[src/rtl/tick_alarm_pkg.sv]
package tick_alarm_pkg;
  localparam int CMP_W = 32;
endpackage

[src/rtl/tick_alarm_counter.sv]
module tick_alarm_counter #(
  parameter int CNT_W = 64
) (
  input  logic                              clk,
  input  logic                              rst,
  input  logic                              rd_en,
  output logic [CNT_W-1:0]                  cnt_o,
  output logic [tick_alarm_pkg::CMP_W-1:0]  cnt_lo_o,
  output logic [CNT_W-1:0]                  rd_data_o
);
  import tick_alarm_pkg::*;
  localparam int HI_W = CNT_W - CMP_W;

  logic [CMP_W-1:0] lo_q;

  always_ff @(posedge clk) begin
    if (rst) lo_q <= '0;
    else     lo_q <= lo_q + 1'b1;
  end

  generate
    if (HI_W > 0) begin : g_split
      // upper half advances on the carry out of the lower half
      logic [HI_W-1:0] hi_q;
      always_ff @(posedge clk) begin
        if (rst)          hi_q <= '0;
        else if (&lo_q)   hi_q <= hi_q + 1'b1;
      end
      assign cnt_o = {hi_q, lo_q};
    end else begin : g_narrow
      assign cnt_o = lo_q;
    end
  endgenerate

  assign cnt_lo_o = lo_q;

  always_ff @(posedge clk) begin
    if (rst)        rd_data_o <= '0;
    else if (rd_en) rd_data_o <= cnt_o;
  end
endmodule

[src/rtl/tick_alarm_compare.sv]
module tick_alarm_compare (
  input  logic                              clk,
  input  logic                              rst,
  input  logic                              wr_en,
  input  logic [tick_alarm_pkg::CMP_W-1:0]  wr_data,
  input  logic [tick_alarm_pkg::CMP_W-1:0]  cnt_lo,
  output logic [tick_alarm_pkg::CMP_W-1:0]  cmp_o,
  output logic                              hit_o
);
  always_ff @(posedge clk) begin
    if (rst)        cmp_o <= '0;
    else if (wr_en) cmp_o <= wr_data;
  end

  // equality only: a passed value waits for the wrap
  assign hit_o = (cnt_lo == cmp_o);
endmodule

[src/rtl/tick_alarm_flag.sv]
module tick_alarm_flag (
  input  logic clk,
  input  logic rst,
  input  logic hit,
  input  logic ack,
  input  logic en,
  output logic pend_o,
  output logic irq_o
);
  logic pend_d;

  always_comb begin
    if (hit)      pend_d = 1'b1;
    else if (ack) pend_d = 1'b0;
    else          pend_d = pend_o;
  end

  always_ff @(posedge clk) begin
    if (rst) begin
      pend_o <= 1'b0;
      irq_o  <= 1'b0;
    end else begin
      pend_o <= pend_d;
      irq_o  <= pend_d & en;
    end
  end
endmodule

[src/rtl/tick_alarm.sv]
module tick_alarm #(
  parameter int CNT_W = 64
) (
  input  logic             clk,
  input  logic             rst,
  input  logic             wr_en,
  input  logic [31:0]      wr_data,
  input  logic             rd_en,
  output logic [CNT_W-1:0] rd_data,
  input  logic             irq_en,
  input  logic             irq_ack,
  output logic             irq
);
  import tick_alarm_pkg::*;

  logic [CNT_W-1:0] cnt_q;
  logic [CMP_W-1:0] cnt_lo;
  logic [CMP_W-1:0] cmp_q;
  logic             hit;
  logic             pend_q;

  tick_alarm_counter #(.CNT_W(CNT_W)) u_cnt (
    .clk(clk), .rst(rst), .rd_en(rd_en),
    .cnt_o(cnt_q), .cnt_lo_o(cnt_lo), .rd_data_o(rd_data)
  );

  tick_alarm_compare u_cmp (
    .clk(clk), .rst(rst), .wr_en(wr_en), .wr_data(wr_data),
    .cnt_lo(cnt_lo), .cmp_o(cmp_q), .hit_o(hit)
  );

  tick_alarm_flag u_flag (
    .clk(clk), .rst(rst), .hit(hit), .ack(irq_ack), .en(irq_en),
    .pend_o(pend_q), .irq_o(irq)
  );
endmodule

[config.mk]
export PLATFORM = sky130hd
export DESIGN_NAME = tick_alarm
export DESIGN_NICKNAME = d
export VERILOG_FILES = /design/src/rtl/tick_alarm_pkg.sv /design/src/rtl/tick_alarm_counter.sv /design/src/rtl/tick_alarm_compare.sv /design/src/rtl/tick_alarm_flag.sv /design/src/rtl/tick_alarm.sv
export SDC_FILE = /design/constraint.sdc
export NUM_CORES = 1
export LEC_CHECK = 0
export BUFFER_PORTS_ARGS = -buffer_cell sky130_fd_sc_hd__buf_2
export CAP_MARGIN = 20
export CORE_MARGIN = 3
export CORE_UTILIZATION = 47
export CTS_BUF_LIST = sky130_fd_sc_hd__clkbuf_2
export CTS_CLUSTER_DIAMETER = 80
export DETAILED_ROUTE_END_ITERATION = 12
export PLACE_DENSITY = 0.74
export SYNTH_ARGS = -nofsm -noshare
export SYNTH_HDL_FRONTEND = slang
export SYNTH_SLANG_ARGS = --single-unit
export TNS_END_PERCENT = 5
[constraint.sdc]
create_clock -name clk -period 1.95 [get_ports clk]
set_input_delay 0.2925 -clock clk [delete_from_list [all_inputs] [get_ports clk]]
set_output_delay 0.2925 -clock clk [all_outputs]
set_load 0.1 [all_outputs]
==> load_flow_metrics.sql, run 1 <==
INSERT INTO impl_metrics (metric_group, metric, value, unit) VALUES
('run_status', 'result_of_the_run', 'completed', ''),
('final_layout', 'n_antenna_cell', '0', ''),
('clock_tree', 'tritoncts.num_buffers', '17', ''),
('global_routing', 'vias_in_the_first_global_route', '5744', ''),
('sta', 'finalCriticalPeriod', '1924', 'ps'),
('synthesis', 'compound_cell_area_share_of_the_yosys_netlist', '0.03424', ''),
('final_layout', 'syn2layout_area_growth', '31.72', '%'),
('final_layout', 'fillCellCount', '1187', ''),
('pwr', 'max-vdd-ir-drop', '0.0005330', 'V'),
('sta', 'finalHoldViolCount', '0', ''),
('pwr', 'comb_power_share', '0.082', ''),
('synthesis', 'postSynthAreaPerCell', '9.453', 'µm²'),
('final_layout', 'design.final.nets', '969', ''),
('setup_path', 'timing.critical_path.to_type', 'flop', ''),
('clock_tree', 'clk-insertion-delay-late', '710', 'ps'),
('placed_design', 'placed_cells', '1029', ''),
('sta', 'max_clock_freq', '0.5199', 'GHz'),
('synthesis', 'ys_warn_count', '0', ''),
('synthesis', 'synth.area.mux_share', '0.1429', ''),
('synthesis', 'synth_xor_xnor_area_share', '0.09149', ''),
('global_routing', 'grt_max_degree', '65', ''),
('floorplanning', 'top_level_ports', '103', ''),
('final_layout', 'final_layout_size_suffix_gt1_frac', '0.2689', ''),
('synthesis', 'yosys.area_share.adder', '0.003682', ''),
('synthesis', 'post_synth_inst_count', '719', ''),
('synthesis', 'yosys.area_share.simple', '0.2174', ''),
('routing', 'route.detailed.vias_per_inst', '5.121', ''),
('synthesis', 'synth_seq_area_share', '0.4772', ''),
('final_layout', 'design_area', '0.008952', 'mm²'),
('placed_design', 'placement.cell_area', '0.007968', 'mm²'),
('pwr', 'sw_frac_of_total', '0.2375', ''),
('floorplanning', 'die_h', '126.3', 'µm'),
('routing', 'ant_nets', '0', ''),
('synthesis', 'post_synth_num_cell_types', '35', ''),
('clock_tree', 'clk_root_buffer_cell', 'sky130_fd_sc_hd__clkbuf_2', ''),
('floorplanning', 'standard_cell_rows', '43', ''),
('clock_tree', 'h-tree-depth', '4', ''),
('routing', 'routed-via-count', '5741', ''),
('floorplanning', 'die-area', '0.01594', 'mm²'),
('routing', 'drtPass1Iterations', '4', ''),
('global_routing', 'grt_pass1_wl', '27.84', 'mm'),
('global_routing', 'global_route_overflow', '0', ''),
('synthesis', 'synth_top_family_by_area', 'simple AND/OR/NAND/NOR gates', ''),
('pwr', 'power_leakage', '0.003902', 'µW'),
('clock_tree', 'ctsLongestPathBuffers', '2', ''),
('setup_path', 'crit_path_start_kind', 'flop', ''),
('routing', 'avgRoutedWirePerCell', '14.93', 'µm'),
('job', 'maxCapViolCount', '0', ''),
('global_routing', 'grtUsageMet3', '0.04877', ''),
('placed_design', 'port-buffer-count', '102', ''),
('floorplanning', 'core-area', '0.01399', 'mm²'),
('global_routing', 'antenna_found_initial', '0', ''),
('sta', 'maxSlewViolCount', '0', ''),
('pwr', 'sw_power', '1342', 'µW'),
('floorplanning', 'initial_util', '0.4859', ''),
('routing', 'drc', '0', ''),
('synthesis', 'syn-num-nets', '759', ''),
('global_routing', 'met1_use_gr', '0.2719', ''),
('synthesis', 'cell_area_after_synthesis', '0.006797', 'mm²'),
('setup_path', 'path_max_fanout', '9', ''),
('pwr', 'clock_power_share', '0.317', ''),
('sta', 'min_period_over_period', '0.9864', ''),
('global_routing', 'globalRoute.busiestLayer', 'met2', ''),
('setup_path', 'cp_data_required_time', '2540', 'ps'),
('setup_path', 'timing_worst_setup_path_type', 'flop to flop', ''),
('hold_path', 'hold_path.class', 'input port to flop', ''),
('placed_design', 'dp_worst_setup_slack', '-40.53', 'ps'),
('sta', 'setup_ws', '26.43', 'ps'),
('clock_tree', 'cts.sink_count', '162', ''),
('sta', 'finClkSkew', '26.07', 'ps'),
('pwr', 'power_density', '631.0', 'mW/mm²');
-- worst max-delay path: stages (launching register included) --
cell and delay (ps):
sky130_fd_sc_hd__dfxtp_2 400, sky130_fd_sc_hd__ha_4 140, sky130_fd_sc_hd__nand4_1 160, sky130_fd_sc_hd__or4_4 470, sky130_fd_sc_hd__buf_12 170, sky130_fd_sc_hd__nor4_4 270, sky130_fd_sc_hd__xnor2_1 150, sky130_fd_sc_hd__nor2_1 60
-- cell usage in the layout (no fill, tap or decap), types with 2 or more instances in the layout --
master / Yosys / routed
sky130_fd_sc_hd__buf_6: 0 / 3
sky130_fd_sc_hd__buf_4: 0 / 71
sky130_fd_sc_hd__nor3_1: 10 / 10
sky130_fd_sc_hd__nand4_1: 23 / 23
sky130_fd_sc_hd__or3_2: 3 / 3
sky130_fd_sc_hd__nor4_1: 11 / 8
sky130_fd_sc_hd__dfxtp_2: 0 / 16
sky130_fd_sc_hd__nor2b_1: 4 / 4
sky130_fd_sc_hd__bufinv_16: 0 / 3
sky130_fd_sc_hd__and3_1: 2 / 2
sky130_fd_sc_hd__nor4_4: 1 / 7
sky130_fd_sc_hd__and4_2: 1 / 2
sky130_fd_sc_hd__a21oi_2: 0 / 2
sky130_fd_sc_hd__nand3_4: 0 / 2
sky130_fd_sc_hd__dlygate4sd3_1: 0 / 57
sky130_fd_sc_hd__dfxtp_1: 162 / 146
sky130_fd_sc_hd__nor4_2: 9 / 6
sky130_fd_sc_hd__buf_2: 11 / 100
sky130_fd_sc_hd__inv_1: 10 / 10
sky130_fd_sc_hd__buf_12: 0 / 6
sky130_fd_sc_hd__mux2i_1: 97 / 97
sky130_fd_sc_hd__or4_1: 3 / 2
sky130_fd_sc_hd__o31ai_1: 3 / 3
sky130_fd_sc_hd__xnor2_1: 59 / 59
sky130_fd_sc_hd__nand3_1: 23 / 23
sky130_fd_sc_hd__nand4_2: 2 / 2
sky130_fd_sc_hd__clkinv_1: 0 / 5
sky130_fd_sc_hd__and4_1: 6 / 5
sky130_fd_sc_hd__o21ai_0: 19 / 19
sky130_fd_sc_hd__xor2_1: 12 / 12
sky130_fd_sc_hd__or3_1: 18 / 18
sky130_fd_sc_hd__clkbuf_2: 1 / 22
sky130_fd_sc_hd__nand2_1: 22 / 22
sky130_fd_sc_hd__nor2_1: 140 / 140
sky130_fd_sc_hd__a21oi_1: 23 / 21
-- power groups by stage --
stage / Sequential [µW] / Clock, µW / Combinational, µW
finish: 3400 / 1790 / 461
global route: 3410 / 2000 / 494
CTS: 3400 / 1840 / 453
detailed placement: 3460 / 0 / 374
global placement: 3460 / 0 / 373
floorplan: 3470 / 0 / 239
-- routing by layer --
metal  routed length (µm)  up-vias
met5                    0        -
met4                  165        0
met3                  737       11
met2                 8537      122
li1                     -     2895
met1                 7298     2713
-- Yosys cell counts --
master / n / area, µm²
sky130_fd_sc_hd__o31ai_1: 3 / 22.52
sky130_fd_sc_hd__xor2_1: 12 / 105.1
sky130_fd_sc_hd__and3_1: 2 / 12.51
sky130_fd_sc_hd__xnor2_1: 59 / 516.8
sky130_fd_sc_hd__o21ai_0: 19 / 95.09
sky130_fd_sc_hd__nor3b_1: 1 / 7.510
sky130_fd_sc_hd__nand3_1: 23 / 115.1
sky130_fd_sc_hd__nor2_1: 140 / 525.5
sky130_fd_sc_hd__clkbuf_2: 1 / 5.000
sky130_fd_sc_hd__or2_2: 2 / 12.51
sky130_fd_sc_hd__nand3_2: 2 / 20.02
sky130_fd_sc_hd__nor4_2: 9 / 112.6
sky130_fd_sc_hd__and4_2: 1 / 10.01
sky130_fd_sc_hd__nand3b_1: 1 / 7.510
sky130_fd_sc_hd__or4_1: 3 / 22.52
sky130_fd_sc_hd__a21oi_1: 23 / 115.1
sky130_fd_sc_hd__clkbuf_1: 29 / 108.9
sky130_fd_sc_hd__buf_1: 5 / 18.77
sky130_fd_sc_hd__or3_2: 3 / 22.52
sky130_fd_sc_hd__nor4_1: 11 / 68.82
sky130_fd_sc_hd__nand4_1: 23 / 143.9
sky130_fd_sc_hd__or3_1: 18 / 112.6
sky130_fd_sc_hd__nand2_2: 1 / 6.260
sky130_fd_sc_hd__nor2b_1: 4 / 25.02
sky130_fd_sc_hd__inv_1: 10 / 37.54
sky130_fd_sc_hd__nand4_2: 2 / 25.02
sky130_fd_sc_hd__and4_1: 6 / 52.55
sky130_fd_sc_hd__nand2_1: 22 / 82.58
sky130_fd_sc_hd__dfxtp_1: 162 / 3243
sky130_fd_sc_hd__nor4_4: 1 / 21.27
sky130_fd_sc_hd__ha_1: 2 / 25.02
sky130_fd_sc_hd__nand4_4: 1 / 21.27
sky130_fd_sc_hd__buf_2: 11 / 55.05
sky130_fd_sc_hd__nor3_1: 10 / 50.05
sky130_fd_sc_hd__mux2i_1: 97 / 970.9
-- final timing paths --
| check | start | endpoint | slack [ps] | cells after the start |
|---|---|---|---|---|
| setup / recovery | u_cnt.cnt_lo_o[0] | u_cnt.g_split.hi_q[8] | 30 | 7 |
| hold / removal | wr_en | u_cmp.cmp_o[29] | 120 | 4 |
| setup reg to reg | u_cnt.cnt_lo_o[0] | u_cnt.g_split.hi_q[8] | 30 | 7 |
| hold reg to reg | u_cnt.rd_data_o[20] | u_cnt.rd_data_o[20] | 510 | 2 |
-- logic make-up after synthesis --
logic type      Yosys count
fa+ha+maj                 2
simple gates            286
xor+xnor                 71
buf+inv                  56
flops                   162
compound gates           45
mux                      97
-- sequential cells by signal, indices dropped and copies added (netlist names) --
| signal | cells |
|---|---|
| u_cnt.rd_data_o | 64 |
| u_cmp.cmp_o | 32 |
| u_cnt.cnt_lo_o | 32 |
| u_cnt.g_split.hi_q | 32 |
| u_flag.irq_o | 1 |
| u_flag.pend_o | 1 |
-- repair_timing --
action                                  in CTS  in global routing
pin swaps                                    2                  8
gates resized for setup                      3                 38
endpoints found under the setup margin      13                 28
hold buffers                                57                  0
endpoints found under the hold margin       53                  0
cloned                                       0                  0
buffers inserted                             1                  3
-- per-stage QoR --
stage | power, µW | utilization | TNS [ps] | hold WS, ps
after floorplan | 3714 | - | 0 | 439.7
after global placement | 3834 | 0.5696 | 0 | 466.5
after detailed placement | 3837 | 0.5696 | -124.0 | 474.8
after CTS | 5688 | 0.6273 | -309.4 | 72.44
after global routing | 5901 | 0.6400 | -154.3 | 51.75
final | 5649 | 0.6400 | 0 | 120.9
-- cell type report --
type	count	area, µm²	share of cell area
multi-input combinational	501	3445	0.3848
sequential	162	3263	0.3645
timing repair buffer	237	1758	0.1964
tap	180	225.2	0.02516
clock inverter	9	113.9	0.01272
clock buffer	22	110.1	0.01230
inverter	10	37.54	0.004193
No activity file was read; power rests on OpenSTA's default activity.
==> inputs of run 2 (changes only) <==
--- a/config.mk
+++ b/config.mk
@@ -8,11 +8,11 @@
 export BUFFER_PORTS_ARGS = -buffer_cell sky130_fd_sc_hd__buf_2
 export CAP_MARGIN = 20
 export CORE_MARGIN = 3
-export CORE_UTILIZATION = 47
+export CORE_UTILIZATION = 35
 export CTS_BUF_LIST = sky130_fd_sc_hd__clkbuf_2
 export CTS_CLUSTER_DIAMETER = 80
 export DETAILED_ROUTE_END_ITERATION = 12
-export PLACE_DENSITY = 0.74
+export PLACE_DENSITY = 0.58
 export SYNTH_ARGS = -nofsm -noshare
 export SYNTH_HDL_FRONTEND = slang
 export SYNTH_SLANG_ARGS = --single-unit
==> load_flow_metrics.sql, run 2 (synthesis results as in run 1) <==
INSERT INTO impl_metrics (metric_group, metric, value, unit) VALUES
('routing', 'drc', '0', ''),
('final_layout', 'design_area', '0.008950', 'mm²'),
('clock_tree', 'cts.sink_count', '162', ''),
('hold_path', 'hold_path.class', 'input port to flop', ''),
('sta', 'finalCriticalPeriod', '1886', 'ps'),
('final_layout', 'final_layout_size_suffix_gt1_frac', '0.2719', ''),
('placed_design', 'port-buffer-count', '102', ''),
('pwr', 'max-vdd-ir-drop', '0.0004808', 'V'),
('floorplanning', 'standard_cell_rows', '50', ''),
('final_layout', 'layout_common_cells', 'sky130_fd_sc_hd__dfxtp_1 (151), sky130_fd_sc_hd__nor2_1 (140), sky130_fd_sc_hd__mux2i_1 (97)', ''),
('setup_path', 'timing_worst_setup_path_type', 'flop to flop', ''),
('final_layout', 'syn2layout_area_growth', '31.68', '%'),
('sta', 'unrepaired_setup_endpoints_after_global_routing', 'true', ''),
('sta', 'worst_margin_slew', '501.9', 'ps'),
('setup_path', 'cp_bufs_invs', '1', ''),
('placed_design', 'placed_cells', '1111', ''),
('floorplanning', 'initial_util', '0.3597', ''),
('floorplanning', 'floorplan.die.width', '145.4', 'µm'),
('sta', 'min_period_over_period', '0.9673', ''),
('sta', 'maxSlewViolCount', '0', ''),
('global_routing', 'grt_pass1_wl', '27.97', 'mm'),
('floorplanning', 'core-area', '0.01889', 'mm²'),
('floorplanning', 'die-area', '0.02113', 'mm²'),
('global_routing', 'grt_max_degree', '99', ''),
('routing', 'drt_iter0_drc', '263', ''),
('final_layout', 'largest_register', 'u_cnt.rd_data_o', ''),
('routing', 'route.detailed.vias_per_inst', '4.707', ''),
('routing', 'postRouteWirelength', '16.74', 'mm'),
('final_layout', 'layout.cells.most_common', 'sky130_fd_sc_hd__dfxtp_1', ''),
('global_routing', 'vias_in_the_first_global_route', '5497', ''),
('setup_path', 'cp_data_required_time', '2600', 'ps'),
('final_layout', 'largest_register_ff_count', '64', ''),
('pwr', 'power_leakage', '0.003725', 'µW'),
('setup_path', 'worst_path_largest_cell_delay', '440', 'ps'),
('clock_tree', 'tritoncts.num_buffers', '17', ''),
('routing', 'routed-via-count', '5568', ''),
('routing', 'drtPass1Iterations', '4', ''),
('placed_design', 'placement.cell_area', '0.008083', 'mm²'),
('placed_design', 'dp_worst_setup_slack', '-74.64', 'ps'),
('sta', 'whs', '102.6', 'ps'),
('routing', 'ant_nets', '0', ''),
('pwr', 'power_density', '630.6', 'mW/mm²'),
('clock_tree', 'clk-insertion-delay-late', '710', 'ps'),
('routing', 'avgRoutedWirePerCell', '14.15', 'µm'),
('floorplanning', 'top_level_ports', '103', ''),
('setup_path', 'slowest_stage', 'sky130_fd_sc_hd__nor4_4', ''),
('clock_tree', 'ctsLongestPathBuffers', '2', ''),
('sta', 'finClkSkew', '27.03', 'ps'),
('setup_path', 'ordered_cell_list_for_the_critical_path', 'nand4_1, nor4_4, nand3_4, buf_6, or3_1, a21oi_2', ''),
('final_layout', 'fin_cells', '1183', ''),
('final_layout', 'n_antenna_cell', '0', ''),
('sta', 'finalSetupViolCount', '0', ''),
('global_routing', 'grt_usage', '0.1608', ''),
('global_routing', 'antenna_found_initial', '0', ''),
('final_layout', 'fillCellCount', '1868', ''),
('placed_design', 'global_placement_routability_congestion', '0.7794', ''),
('sta', 'setup_ws', '63.71', 'ps'),
('setup_path', 'critPathArrivalTime', '2530', 'ps'),
('setup_path', 'timing.critical_path.to_type', 'flop', ''),
('setup_path', 'path_max_fanout', '6', ''),
('global_routing', 'global_route_overflow', '0', ''),
('clock_tree', 'clock_tree_from_tritoncts', 'yes', ''),
('clock_tree', 'clk_root_buffer_cell', 'sky130_fd_sc_hd__clkbuf_2', ''),
('clock_tree', 'clk_pin_slew_worst_paths', '200', 'ps'),
('clock_tree', 'h-tree-depth', '4', ''),
('run_status', 'result_of_the_run', 'completed', ''),
('final_layout', 'design.final.nets', '953', ''),
('final_layout', 'finalCoreUtilization', '0.4737', ''),
('placed_design', 'dp_hpwl', '11.48', 'mm'),
('floorplanning', 'die_h', '145.4', 'µm'),
('job', 'maxCapViolCount', '0', ''),
('sta', 'slew_headroom', '0.6677', ''),
('sta', 'max_clock_freq', '0.5301', 'GHz'),
('sta', 'finalHoldViolCount', '0', ''),
('setup_path', 'crit_path_start_kind', 'flop', ''),
('setup_path', 'cp_top_family', 'simple AND/OR/NAND/NOR gates', '');
-- run 2: cell types whose count changed in the layout (fill, tap and decap cells not counted), sizes merged --
cell / previous run / this run
clkbuf: 22 / 63
buf: 180 / 140
dlygate4sd3: 57 / 40
clkinv: 6 / 3
clkinvlp: 0 / 1
-- run 2: worst paths after layout --
check | startpoint | end | slack [ps] | cells past startpoint
max | u_cnt.g_split.hi_q[5] | u_cnt.g_split.hi_q[29] | 60 | 6
min reg2reg | u_cnt.rd_data_o[19] | u_cnt.rd_data_o[19] | 510 | 2
max reg2reg | u_cnt.g_split.hi_q[5] | u_cnt.g_split.hi_q[29] | 60 | 6
min | rst | u_cnt.rd_data_o[44] | 100 | 3
-- run 2: metal layers --
metal  up-vias  share of wire  track usage
li1       2856              -            -
met1      2582           0.47       0.2115
met2       115           0.47       0.2641
met3        15          0.041      0.04329
met4         0         0.0096      0.04036
met5         -              0            0
-- run 2: through the flow --
step                TNS, ps  power (µW)
finish                    0        5644
global route         -338.1        5921
CTS                  -32.93        5728
detailed placement   -411.7        3839
global placement          0        3838
floorplan                 0        3714
-- run 2: final cells by class --
type | instances | area [µm²] | share of cell area
inverters | 10 | 37.54 | 0.004194
flip-flops and latches | 162 | 3257 | 0.3639
well taps | 260 | 325.3 | 0.03635
clock inverters | 7 | 111.4 | 0.01244
clock buffers | 22 | 110.1 | 0.01230
multi-input cells | 501 | 3423 | 0.3825
repair buffers | 221 | 1685 | 0.1883
-- run 2: worst register-to-register path, delay by kind of cell, from the launching register on --
family | cells | cell delay (ps)
simple gates | 4 | 1160
buf+inv | 1 | 140
flops | 1 | 380
compound gates | 1 | 150
-- run 2: what timing repair did --
item                       CTS  global route
hold endpoints to repair    73             0
setup buffers                2             2
hold buffers                40             0
pin swaps                    4             6
setup endpoints to repair   21            66
gates resized for setup     12            60
-- run 2: power by group --
part	total, µW	internal (µW)	switching [µW]
clock network	1800	712	1090
registers	3400	3370	34.5
logic	441	215	226
total	5640	4290	1350
